--- config.mk ---
export PLATFORM = sky130hd
export DESIGN_NAME = pwm_trip_gate
export DESIGN_NICKNAME = d
export VERILOG_FILES = /design/src/rtl/pwm_trip_pkg.sv /design/src/rtl/trip_sync.sv /design/src/rtl/trip_ctrl.sv /design/src/rtl/trip_outstage.sv /design/src/rtl/pwm_trip_gate.sv
export SDC_FILE = /design/constraint.sdc
export NUM_CORES = 1
export LEC_CHECK = 0
export ABC_AREA = 1
export CORE_MARGIN = 10
export CORE_UTILIZATION = 36
export CTS_CLUSTER_DIAMETER = 60
export CTS_CLUSTER_SIZE = 16
export DETAILED_ROUTE_END_ITERATION = 16
export HOLD_SLACK_MARGIN = 0.12
export PLACE_DENSITY = 0.75
export SLEW_MARGIN = 40
export SYNTH_ARGS = -nofsm -noshare
export SYNTH_HDL_FRONTEND = slang
export SYNTH_SLANG_ARGS = --single-unit
export TNS_END_PERCENT = 5
--- constraint.sdc ---
create_clock -name clk -period 1.15 [get_ports clk]
set_input_delay 0.115 -clock clk [delete_from_list [all_inputs] [get_ports clk]]
set_output_delay 0.115 -clock clk [all_outputs]
set_load 0.005 [all_outputs]
--- src/rtl/pwm_trip_pkg.sv ---
package pwm_trip_pkg;
  localparam int CTRL_W  = 2;
  localparam int EN_BIT  = 0;
  localparam int ARM_BIT = 1;

  typedef struct packed {
    logic arm;
    logic en;
  } ctrl_t;
endpackage

--- src/rtl/trip_sync.sv ---
module trip_sync #(
  parameter int  STAGES    = 2,
  parameter logic RESET_VAL = 1'b1
) (
  input  logic clk,
  input  logic rst,
  input  logic din,
  output logic dout
);
  logic [STAGES-1:0] chain_q;

  generate
    for (genvar i = 0; i < STAGES; i++) begin : g_stage
      if (i == 0) begin : g_first
        always_ff @(posedge clk) begin
          if (rst) chain_q[i] <= RESET_VAL;
          else     chain_q[i] <= din;
        end
      end else begin : g_next
        always_ff @(posedge clk) begin
          if (rst) chain_q[i] <= RESET_VAL;
          else     chain_q[i] <= chain_q[i-1];
        end
      end
    end
  endgenerate

  assign dout = chain_q[STAGES-1];
endmodule

--- src/rtl/trip_ctrl.sv ---
module trip_ctrl
  import pwm_trip_pkg::*;
(
  input  logic              clk,
  input  logic              rst,
  input  logic              wr_en,
  input  logic [CTRL_W-1:0] wr_data,
  input  logic              trip_s,
  output ctrl_t             ctrl_q,
  output logic              armed,
  output logic              cut
);
  logic latch_q;
  logic en_nxt, arm_nxt, latch_nxt;

  assign armed = ctrl_q.arm & ~latch_q;
  assign cut   = armed & ctrl_q.en & ~trip_s;

  always_comb begin
    en_nxt = ctrl_q.en;
    if (cut) begin
      en_nxt = 1'b0;
    end else if (wr_en) begin
      if (wr_data[EN_BIT]) en_nxt = trip_s ? 1'b1 : ctrl_q.en;
      else                 en_nxt = 1'b0;
    end
  end

  always_comb begin
    arm_nxt = ctrl_q.arm;
    if (wr_en) arm_nxt = wr_data[ARM_BIT];
  end

  always_comb begin
    latch_nxt = latch_q;
    if (cut)
      latch_nxt = 1'b1;
    else if (wr_en && !wr_data[ARM_BIT] && ctrl_q.en)
      latch_nxt = 1'b0;
  end

  always_ff @(posedge clk) begin
    if (rst) begin
      ctrl_q  <= '0;
      latch_q <= 1'b0;
    end else begin
      ctrl_q.en  <= en_nxt;
      ctrl_q.arm <= arm_nxt;
      latch_q    <= latch_nxt;
    end
  end
endmodule

--- src/rtl/trip_outstage.sv ---
module trip_outstage #(
  parameter int CH = 6
) (
  input  logic          clk,
  input  logic          rst,
  input  logic [CH-1:0] pwm_in,
  input  logic          en,
  input  logic          armed,
  input  logic          trip_n,
  output logic [CH-1:0] pad_out,
  output logic [CH-1:0] pad_oe
);
  logic drive_ok;

  assign drive_ok = en & ~(armed & ~trip_n);

  generate
    for (genvar c = 0; c < CH; c++) begin : g_ch
      logic data_q;
      always_ff @(posedge clk) begin
        if (rst) data_q <= 1'b0;
        else     data_q <= pwm_in[c];
      end
      assign pad_out[c] = data_q;
      assign pad_oe[c]  = drive_ok;
    end
  endgenerate
endmodule

--- src/rtl/pwm_trip_gate.sv ---
module pwm_trip_gate
  import pwm_trip_pkg::*;
#(
  parameter int PHASES      = 3,
  parameter int SYNC_STAGES = 2,
  localparam int CH         = 2 * PHASES
) (
  input  logic              clk,
  input  logic              rst,
  input  logic              wr_en,
  input  logic [CTRL_W-1:0] wr_data,
  output logic [CTRL_W-1:0] rd_data,
  input  logic [CH-1:0]     pwm_in,
  input  logic              trip_n,
  output logic [CH-1:0]     pad_out,
  output logic [CH-1:0]     pad_oe
);
  logic  trip_s;
  ctrl_t ctrl_q;
  logic  armed;
  logic  cut;

  trip_sync #(.STAGES(SYNC_STAGES), .RESET_VAL(1'b1)) u_sync (
    .clk (clk),
    .rst (rst),
    .din (trip_n),
    .dout(trip_s)
  );

  trip_ctrl u_ctrl (
    .clk    (clk),
    .rst    (rst),
    .wr_en  (wr_en),
    .wr_data(wr_data),
    .trip_s (trip_s),
    .ctrl_q (ctrl_q),
    .armed  (armed),
    .cut    (cut)
  );

  trip_outstage #(.CH(CH)) u_out (
    .clk    (clk),
    .rst    (rst),
    .pwm_in (pwm_in),
    .en     (ctrl_q.en),
    .armed  (armed),
    .trip_n (trip_n),
    .pad_out(pad_out),
    .pad_oe (pad_oe)
  );

  assign rd_data = {ctrl_q.arm, ctrl_q.en};
endmodule

# Word level (Yosys, flattened, before mapping)
# Index checks and enable logic that the tools add are counted.
# totals
ff_bits,11
elab_cells,31
input_bits,12
output_inout_bits,14
# classes
reduce_logical,6
n_bitwise,9
n_eq_ne,1
muxes,4
# ops
cell,count
$and A1 B1 Y1,5
$mux W1,4
$not A1 Y1,4
$logic_and A1 B1 Y1,2
$ne A2 B1 Y1 const B,1
$reduce_and A2 Y1,1
$reduce_bool A2 Y1,1
$reduce_or A2 Y1,1
$logic_not A1 Y1,1

# Longest topological paths before layout
# logic_depth
word_depth,5
depth_mapped,6
depth_no_buf,5

# Modules after synthesis
# A second synthesis with hierarchy kept.
# unflattened
cells_unflattened,60
hier_area_um2,475.5
# by_module_without_submodules
mod,cells_each,area_each_um2,instances
trip_outstage,33,267.8,1
trip_ctrl,20,148.9,1
trip_sync,7,58.8,1

# Least setup slack after synthesis
# OpenSTA, ideal clock, no wires.
# synth_path
path_kind,register -> output
from,register u_ctrl.ctrl_q[1] (netlist name)
to,output port pad_oe[0]
t_required_ns,1.035
setup_slack_ns,0.176
arrival_ns,0.859
path_stages_with_launch,7
cell_sequence,dfxtp_1 inv_1 nor2_4 inv_1 o21ai_1 inv_1 buf_4
# synth_via
elab_chain_cells,4
# synth_rtl
element,line,rtl
$and A1 B1 Y1,trip_ctrl.sv:16,assign armed = ctrl_q.arm & ~latch_q;
$and A1 B1 Y1,trip_outstage.sv:15,assign drive_ok = en & ~(armed & ~trip_n);
$not A1 Y1,trip_outstage.sv:15,
$and A1 B1 Y1,trip_outstage.sv:15,
to (decl),pwm_trip_gate.sv:16,output logic [CH-1:0] pad_oe
# No other way between the ends.

# Worst setup path in the final report
# layout_path
from,register u_ctrl.ctrl_q[1] (netlist name)
to,output port pad_oe[3]
# layout_via
elab_chain_cells,4
# layout_rtl
element,line
$and A1 B1 Y1,trip_ctrl.sv:16
$and A1 B1 Y1,trip_outstage.sv:15
$not A1 Y1,trip_outstage.sv:15
$and A1 B1 Y1,trip_outstage.sv:15
# No other way between the ends.

==> reports/metrics.cfg <==
[hold_path]
holdCritPathClass=primary input to flop
hold_depth=3

[final_layout]
design.final.nets=89
final_design_area_no_fill_um2=665.6
final_core_utilization_pct=51.80
multiInputGateArea_um2=118.9
antenna-diode-count=0
layout.cells.most_common_list=11 x clkdlybuf4s50_1, 8 x inv_1, 8 x nor2_1, 8 x dlygate4sd2_1, 8 x dfxtp_1
final_layout_size_suffix_gt1_share_pct=31.58
mostFrequentLayoutCell=clkdlybuf4s50_1
filler_instances=134
sequential_cell_area_um2=224.0
flow.area_growth_from_synthesis_pct=36.06
layoutNonFillerInstCount=91

[power_and_ir_drop]
total_leakage_power_nw=0.3395
ir_worst_vdd_mv=0.5352
power_mw=0.8064
powerDensity_nw_per_um2=1211

[floorplan]
die_area_um2=3234
die_height_um=56.87
num_io_pins=26
die-width_um=56.87
num_rows=13
design.core.area_um2=1285
starting_density_of_the_core_pct=38.07

[sta]
final_max_slew_viol_count=0
hold-worst-slack_ps=361.9
worst_slew_pin_slew_ps=219.5
final-hold-violation-count=0
fmax_ghz=0.8352
min_period_over_period_pct=104.1
worst_slack_ps=-47.28
final.min_clock_period_ps=1197
setup_viols_final=6
timing.max_slew.rel_slack_pct=85.32
clock_skew_ps=4.393
tns_ps=-182.3
rsz0062_at_grt=yes

[worst_setup_path]
crit_path_max_fanout=6
critPathSlowestCell=dfxtp_2
cp_cell_sequence=inv_2 > nor2_4 > inv_2 > o21ai_2 > inv_2 > buf_2
cp.arrival_ps=1080
critical_path_required_ps=1030
critical_path.startpoint_type=flop
ff2ff_path_depth=6
slowest_delay_ps=340
worstSetupPathType=flop to primary output
end_kind=primary output
cp_common_cell=inv_2

[global_routing]
grt_first_pass_wirelength_um=1683
gr-usage-all-layers_pct=6.370
grt_antenna_before_repair=0
largest_net_degree_at_the_start_of_global_routing=7
number_of_global_route_vias_before_repair=384
overflow=0

[placement]
buffer_ports.inserted=25
postPlaceCellArea_um2=664.4
place_worst_setup_slack_ps=-315.0
hpwlAfterDp_um=846.7
place_inst=86
gpl_congestion=0.6677

[flow_run]
maxCapViolations=0

[clocking]
clkTransAtPathRegs_ps=80
clk_path_buf_depth=2
cts.root.buffer_cell=clkbuf_4
htree_num_levels=1
tritoncts_clock_tree=built
tritoncts_buffers=3
clkSinkCount=11
worstSkewPairLatency_ps=260

[logic_synthesis]
synth.ff_latch_count=11
mappedNetlistNets=70
synth.largest_area_cell=dfxtp_1
netlist_area_um2=489.2
synth_top_area_share_pct=45.01
syn_inst=58
ys_types=15
syn_area_per_cell_um2=8.435
yosysSeqAreaShare_pct=45.01
synth.area.top_cells=dfxtp_1 45%, buf_4 20%, inv_1 8.4%
yosysWarningCount=0

[routing]
drt_iter0_drc=2
antenna_left=0
detail_route.vias_per_cell=3.758
postRouteWirelength_um=1013
vias=342
detail_route.drc_violations=0
drt-pass1-iter-count=2
wire_per_inst_um=11.13

[status]
run_status=finished with violations
violations=negative setup slack

-- final timing paths --
check,start,to,slack (ps)
max,u_ctrl.ctrl_q[1],pad_oe[3],-50
min,pwm_in[5],u_out.g_ch[5].data_q,360
max reg2reg,u_ctrl.ctrl_q[0],u_ctrl.ctrl_q[0],310
min reg2reg,u_sync.chain_q[0],u_sync.dout,420
-- kinds of logic after synthesis --
| group | after synthesis | synth area share (%) |
|---|---|---|
| DFF | 11 | 45.01 |
| AOI/OAI and AO/OA | 5 | 6.394 |
| and+or+nand+nor | 16 | 17.14 |
| buffers and inverters | 26 | 31.46 |
-- per-layer routing --
metal | vias up | routed length (µm) | global-route usage, %
met5 | - | 0 | 0
met4 | 0 | 21 | 4.027
met3 | 2 | 42 | 1.348
met2 | 7 | 595 | 13.01
met1 | 142 | 354 | 5.198
li1 | 191 | - | -
-- power breakdown --
part	total, mW	leakage (nW)	switching, mW	internal (mW)
clock network	0.264	0.0150	0.130	0.134
logic	0.134	0.232	0.0543	0.0798
registers	0.408	0.0924	0.00720	0.401
total	0.806	0.340	0.192	0.615
-- state kept, by name, summed over array words and instances (netlist names) --
register and count:
u_sync.chain_q 1, u_ctrl.ctrl_q 2, u_sync.dout 1, u_ctrl.latch_q 1
u_out.g_ch.data_q 6
-- cell type report --
cell class	count	area share (%)
clock buffer	4	3.947
inverter	12	6.767
multi-input combinational	21	17.86
sequential	11	33.65
tap	15	2.820
timing repair buffer	28	34.96
-- cell usage after synthesis --
master,instances
a211oi_1,1
a21oi_1,2
a21oi_2,1
buf_4,13
buf_6,1
dfxtp_1,11
inv_1,11
inv_2,1
nand2_1,2
nand2_2,1
nand3_1,1
nor2_1,8
nor2_4,2
o21ai_1,1
or2_1,2
-- repair_timing --
action	4_1_cts	5_1_grt
hold buffers	0	0
pin swaps	0	0
buffers inserted	1	0
endpoints found under the setup margin	14	6
gates resized for setup	26	8
-- critical path, delay by kind of cell, from the launching register on --
family,cells,cell delay (ps)
simple gates,1,90
compound gates,1,110
buf+inv,4,280
flops,1,340
(Power assumes the default switching activity.)
